**config.mk**
```make
export PLATFORM = sky130hd
export DESIGN_NAME = traffic_light_ctrl
export DESIGN_NICKNAME = d
export VERILOG_FILES = /design/src/rtl/tlc_pkg.sv /design/src/rtl/tlc_next_state.sv /design/src/rtl/tlc_lamp_decode.sv /design/src/rtl/traffic_light_ctrl.sv
export SDC_FILE = /design/constraint.sdc
export NUM_CORES = 1
export LEC_CHECK = 0
export ABC_AREA = 0
export BUFFER_PORTS_ARGS = -buffer_cell sky130_fd_sc_hd__buf_2
export CAP_MARGIN = 20
export CORE_AREA = 2 2 39 41
export DETAILED_ROUTE_END_ITERATION = 8
export DIE_AREA = 0 0 41 43
export SYNTH_ARGS = -nofsm -noshare
export SYNTH_HDL_FRONTEND = slang
export SYNTH_SLANG_ARGS = --single-unit
export TNS_END_PERCENT = 10
```
**constraint.sdc**
```tcl
create_clock -name clk -period 1.3 [get_ports clk]
set_input_delay 0.26 -clock clk [delete_from_list [all_inputs] [get_ports clk]]
set_output_delay 0.26 -clock clk [all_outputs]
set_load 0.01 [all_outputs]
```
**src/rtl/tlc_pkg.sv**
```systemverilog
package tlc_pkg;
  localparam int LAMP_W = 2;
  localparam int ST_W   = 2;

  typedef logic [LAMP_W-1:0] lamp_t;
  typedef logic [ST_W-1:0]   st_t;

  typedef enum logic [ST_W-1:0] {
    ST_A_GO   = 2'b00,
    ST_A_WARN = 2'b01,
    ST_B_GO   = 2'b10,
    ST_B_WARN = 2'b11
  } tlc_state_t;

  localparam lamp_t LAMP_GREEN  = 2'b00;
  localparam lamp_t LAMP_YELLOW = 2'b01;
  localparam lamp_t LAMP_RED    = 2'b10;
endpackage

```
**src/rtl/tlc_next_state.sv**
```systemverilog
module tlc_next_state
  import tlc_pkg::*;
(
  input  st_t  cur,
  input  logic sense_a,
  input  logic sense_b,
  output st_t  nxt
);
  logic hi, lo;
  assign hi = cur[1];
  assign lo = cur[0];

  always_comb begin
    nxt[1] = hi ^ lo;
    nxt[0] = (~hi & ~lo & ~sense_a) | (hi & ~lo & ~sense_b);
  end
endmodule

```
**src/rtl/tlc_lamp_decode.sv**
```systemverilog
module tlc_lamp_decode
  import tlc_pkg::*;
#(
  parameter bit ROAD_B = 1'b0
)(
  input  st_t   st,
  output lamp_t lamp
);
  generate
    if (ROAD_B == 1'b0) begin : g_road_a
      assign lamp = {st[1], ~st[1] & st[0]};
    end else begin : g_road_b
      assign lamp = {~st[1], st[1] & st[0]};
    end
  endgenerate
endmodule

```
**src/rtl/traffic_light_ctrl.sv**
```systemverilog
module traffic_light_ctrl
  import tlc_pkg::*;
(
  input  logic              clk,
  input  logic              rst,
  input  logic              sense_a,
  input  logic              sense_b,
  output logic [LAMP_W-1:0] lamp_a,
  output logic [LAMP_W-1:0] lamp_b
);
  tlc_state_t st_q;
  st_t        st_d;
  lamp_t      lamp_a_d, lamp_b_d;

  tlc_next_state u_next (
    .cur     (st_t'(st_q)),
    .sense_a (sense_a),
    .sense_b (sense_b),
    .nxt     (st_d)
  );

  tlc_lamp_decode #(.ROAD_B(1'b0)) u_dec_a (
    .st   (st_d),
    .lamp (lamp_a_d)
  );

  tlc_lamp_decode #(.ROAD_B(1'b1)) u_dec_b (
    .st   (st_d),
    .lamp (lamp_b_d)
  );

  always_ff @(posedge clk) begin
    if (rst) begin
      st_q   <= ST_A_GO;
      lamp_a <= LAMP_GREEN;
      lamp_b <= LAMP_RED;
    end else begin
      st_q   <= tlc_state_t'(st_d);
      lamp_a <= lamp_a_d;
      lamp_b <= lamp_b_d;
    end
  end
endmodule

```
== Yosys cells after proc, flatten, opt, wreduce, memory -nomap -nowiden ==
Cells that the tools add are included.
Widths: inputs -> output; s select.
Word-level totals
  word-level logic and storage cells: 16
  input port bits: 4
  output and inout bits: 4
  register bits after elaboration: 6
Operators by class
  bitwise gates (word level): 13
Operators with widths (count)
  $and 1x1->1: 6
  $not 1->1: 5
  $or 1x1->1: 1
  $xor 1x1->1: 1

== Depth between registers and ports, before layout ==
  word-level depth: 5
  depth in mapped cells: 5

== Modules after synthesis ==
A second synthesis with hierarchy kept.
Second synthesis, totals
  cells, all modules: 23
  area total of the unflattened synthesis: 254.0 um2
By module, submodules not included
  traffic_light_ctrl: times used 1, seq. area each 120.1 um2, cells an instance 12, area each 170.2 um2
  tlc_next_state: times used 1, seq. area each 0.0 um2, cells an instance 7, area each 52.6 um2
  tlc_lamp_decode at u_dec_a: times used 1, seq. area each 0.0 um2, cells an instance 2, area each 21.3 um2
  tlc_lamp_decode at u_dec_b: times used 1, seq. area each 0.0 um2, cells an instance 2, area each 10.0 um2

== Least setup slack after synthesis ==
Ideal clock, no wire load.
  kind: reg-to-reg
  from: register lamp_a[1] (netlist name)
  to: register lamp_b[0]
  setup slack: 0.311 ns
  data arrival time: 0.920 ns
  path buffers: 0
  library setup time: 0.070 ns
  stages on the path, launching flop included: 6
  required time: 1.230 ns
  path through: dfxtp_1 inv_1 ha_1 nor2b_4 inv_2 a21oi_1
RTL lines
  end signal: assignment: RTL line traffic_light_ctrl.sv:40  | lamp_b <= lamp_b_d;
  end: declaration: RTL line traffic_light_ctrl.sv:9  | output logic [LAMP_W-1:0] lamp_b

==> impl_results.md <==
* Outcome: completed
* Total track usage at 4.82%
* RD Place Congestion at 0.588
* Xor and xnor area share after synthesis at 0%
* Clock Sinks at 5
* Antenna-violating nets left at 0
* Cell variety after synth at 9
* Worst r2r src: lamp_a[1]
* Hold path endpoint: lamp_a[0]
* RR Endpoint: lamp_b[0]
* IO Port Bufs at 7
* Setup bufs post-CTS at 0
* Final WL at 306 um
* Tightest Pin Transition at 140 ps
* First DRT Iteration DRCs at 0
* Num CTS Buffers at 3
* CTS root buffer: clkbuf_4
* Critical path arrival at 1230 ps
* Synth warn at 0
* Sequential area share after synthesis at 51.9%
* Layout cell share with drive strength beyond 1 at 48.1%
* Worst setup SP type: register
* IO Count at 8
* Width of the die at 41 um
* Slew margin rel. at 90.7%
* Peak Freq at 948 MHz
* FF+latch count, synth at 5
* Mapped Nets at 23
* Post-Syn Instances at 17
* Leakage power at 0.120 nW
* Endpoint type of the worst setup path: register
* Avg Cell Area, Syn at 11.3 um2
* HP Class: input port to register
* Post-CTS sizing at 0
* Largest family of logic cells by synthesized area: simple AND/OR/NAND/NOR gates
* Clock tree buffer depth at 2
* Worst setup path startpoint: lamp_a[1]
* Initial antenna violation count at 0
* Clock-pin slew on the worst setup and hold paths at 40 ps
* CP Class: register to register
* Final setup TNS at 0 ps
* Area growth syn-to-layout at 38.3%
* Final period utilization at 81.2%
* Core area at 1380 um2
* Post-synthesis adder-cell area fraction at 13.0%
* Routed length on met2 at 131 um
* Avg WL per Cell at 7.12 um
* Crit-path max FO at 3
* Simple-gate share of the synthesized area at 13.6%
* DR DRC count at 0
* Compound-Gate Fraction of Synth Area at 11.7%
* Commonest non-fill, non-tap cell in the layout: buf_2
* PD cells at 1580 nW/um2
* Vias in the first global route at 142
* Crit path time final at 1060 ps
* Vias at 134
* Ant diodes at 0
* Reg2Reg Setup Slack at 240 ps
* Final number of setup-violating endpoints at 0
* TritonCTS clock tree: built
* Largest net degree at the start of global routing at 4
* RSZ-0062 raised after global routing: false
* Fin util at 19.3%
* Rows at 14
* WP data required at 1470 ps
* Initial core utilization at 13.9%
* Worst reg-to-reg path cell count at 5
* Hold path depth at 2
* DIE HEIGHT at 43 um
* Global-route wire length before repair at 476 um
* Mapped Area at 193 um2
* Clk_lat worst skew at 240 ps
* Routed wl met3 at 42 um
* CTS Hold Bufs at 0
* Die area at 1760 um2
* Hold Startpoint: rst
* Mux cell area share after synthesis at 0%
* Clock skew at 3.20 ps
* CTS H-tree lvls at 1
* Max-Cap Viols at 0
* GRT overflow at 0
* Most frequent cells in the layout: buf_2 (7), dfxtp_1 (5), clkbuf_4 (3)
* Via/cell ratio at 3.12
* Final Max Slew Viols at 0
* 1st-pass router iterations at 1
* NumNets Final at 34
* Hold violation total from the final report at 0
* M1 WL at 132 um
* Max Used Layer: met3
* Peak supply drop at 0.244 mV
## sequential cells by signal, summed over array words and instances, names as in the netlist
signal,count
st_q,1
lamp_a,2
lamp_b,2
## area by class of cell
type	instances	area, um2
fill	155	1120
sequential	5	100
multi-input combinational	8	73.8
timing repair buffer	7	35.0
clock buffer	4	26.3
tap	16	20.0
inverter	3	11.3
## where the power goes
part,internal (mW),switching [mW]
Clock,0.116,0.0588
Combinational,0.0347,0.0358
Sequential,0.172,0.00568
## per-stage QoR
step	setup WS [ps]	total power [mW]	instance area, um2	cells	hold slack [ps]
after floorplan	311	0.232	193	17	325
after global placement	259	0.252	240	39	487
after detailed placement	228	0.253	240	39	490
after CTS	218	0.433	267	43	235
after global routing	115	0.456	267	43	234
final	245	0.422	267	43	239
## per-layer routing
layer / up-vias / GRT usage (%)
li1: 72 / -
met4: 0 / 6.00
met3: 0 / 4.71
met2: 6 / 5.31
met1: 56 / 4.18
met5: - / 0
## synthesized netlist by cell type, drive strengths merged
cell type / count / share of area [%]
nor2b: 1 / 7.1
ha: 2 / 13
inv: 3 / 5.8
a21oi: 2 / 5.2
buf: 1 / 3.9
dfxtp: 5 / 52
a211oi: 1 / 6.5
nand2b: 2 / 6.5
## logic make-up after synthesis
kind of cell | after synthesis
adder cells (fa/ha/maj) | 2
flip-flops | 5
buffers and inverters | 4
AO/OA/AOI/OAI | 3
AND/OR/NAND/NOR | 3
## worst max-delay path, stage by stage (launching register included)
cell,delay [ps]
dfxtp_1,350
inv_1,60
ha_1,300
nor2b_4,150
inv_2,40
a21oi_1,100
## worst max-delay path by stage
stage,end,slack (ps),depth (start not counted)
CTS,lamp_b[0],220,5
floorplan,lamp_b[0],310,5
global placement,lamp_b[0],260,5
detailed placement,lamp_b[0],230,5
global route,lamp_b[0],120,5
finish,lamp_b[0],240,5
(Power assumes the default switching activity.)
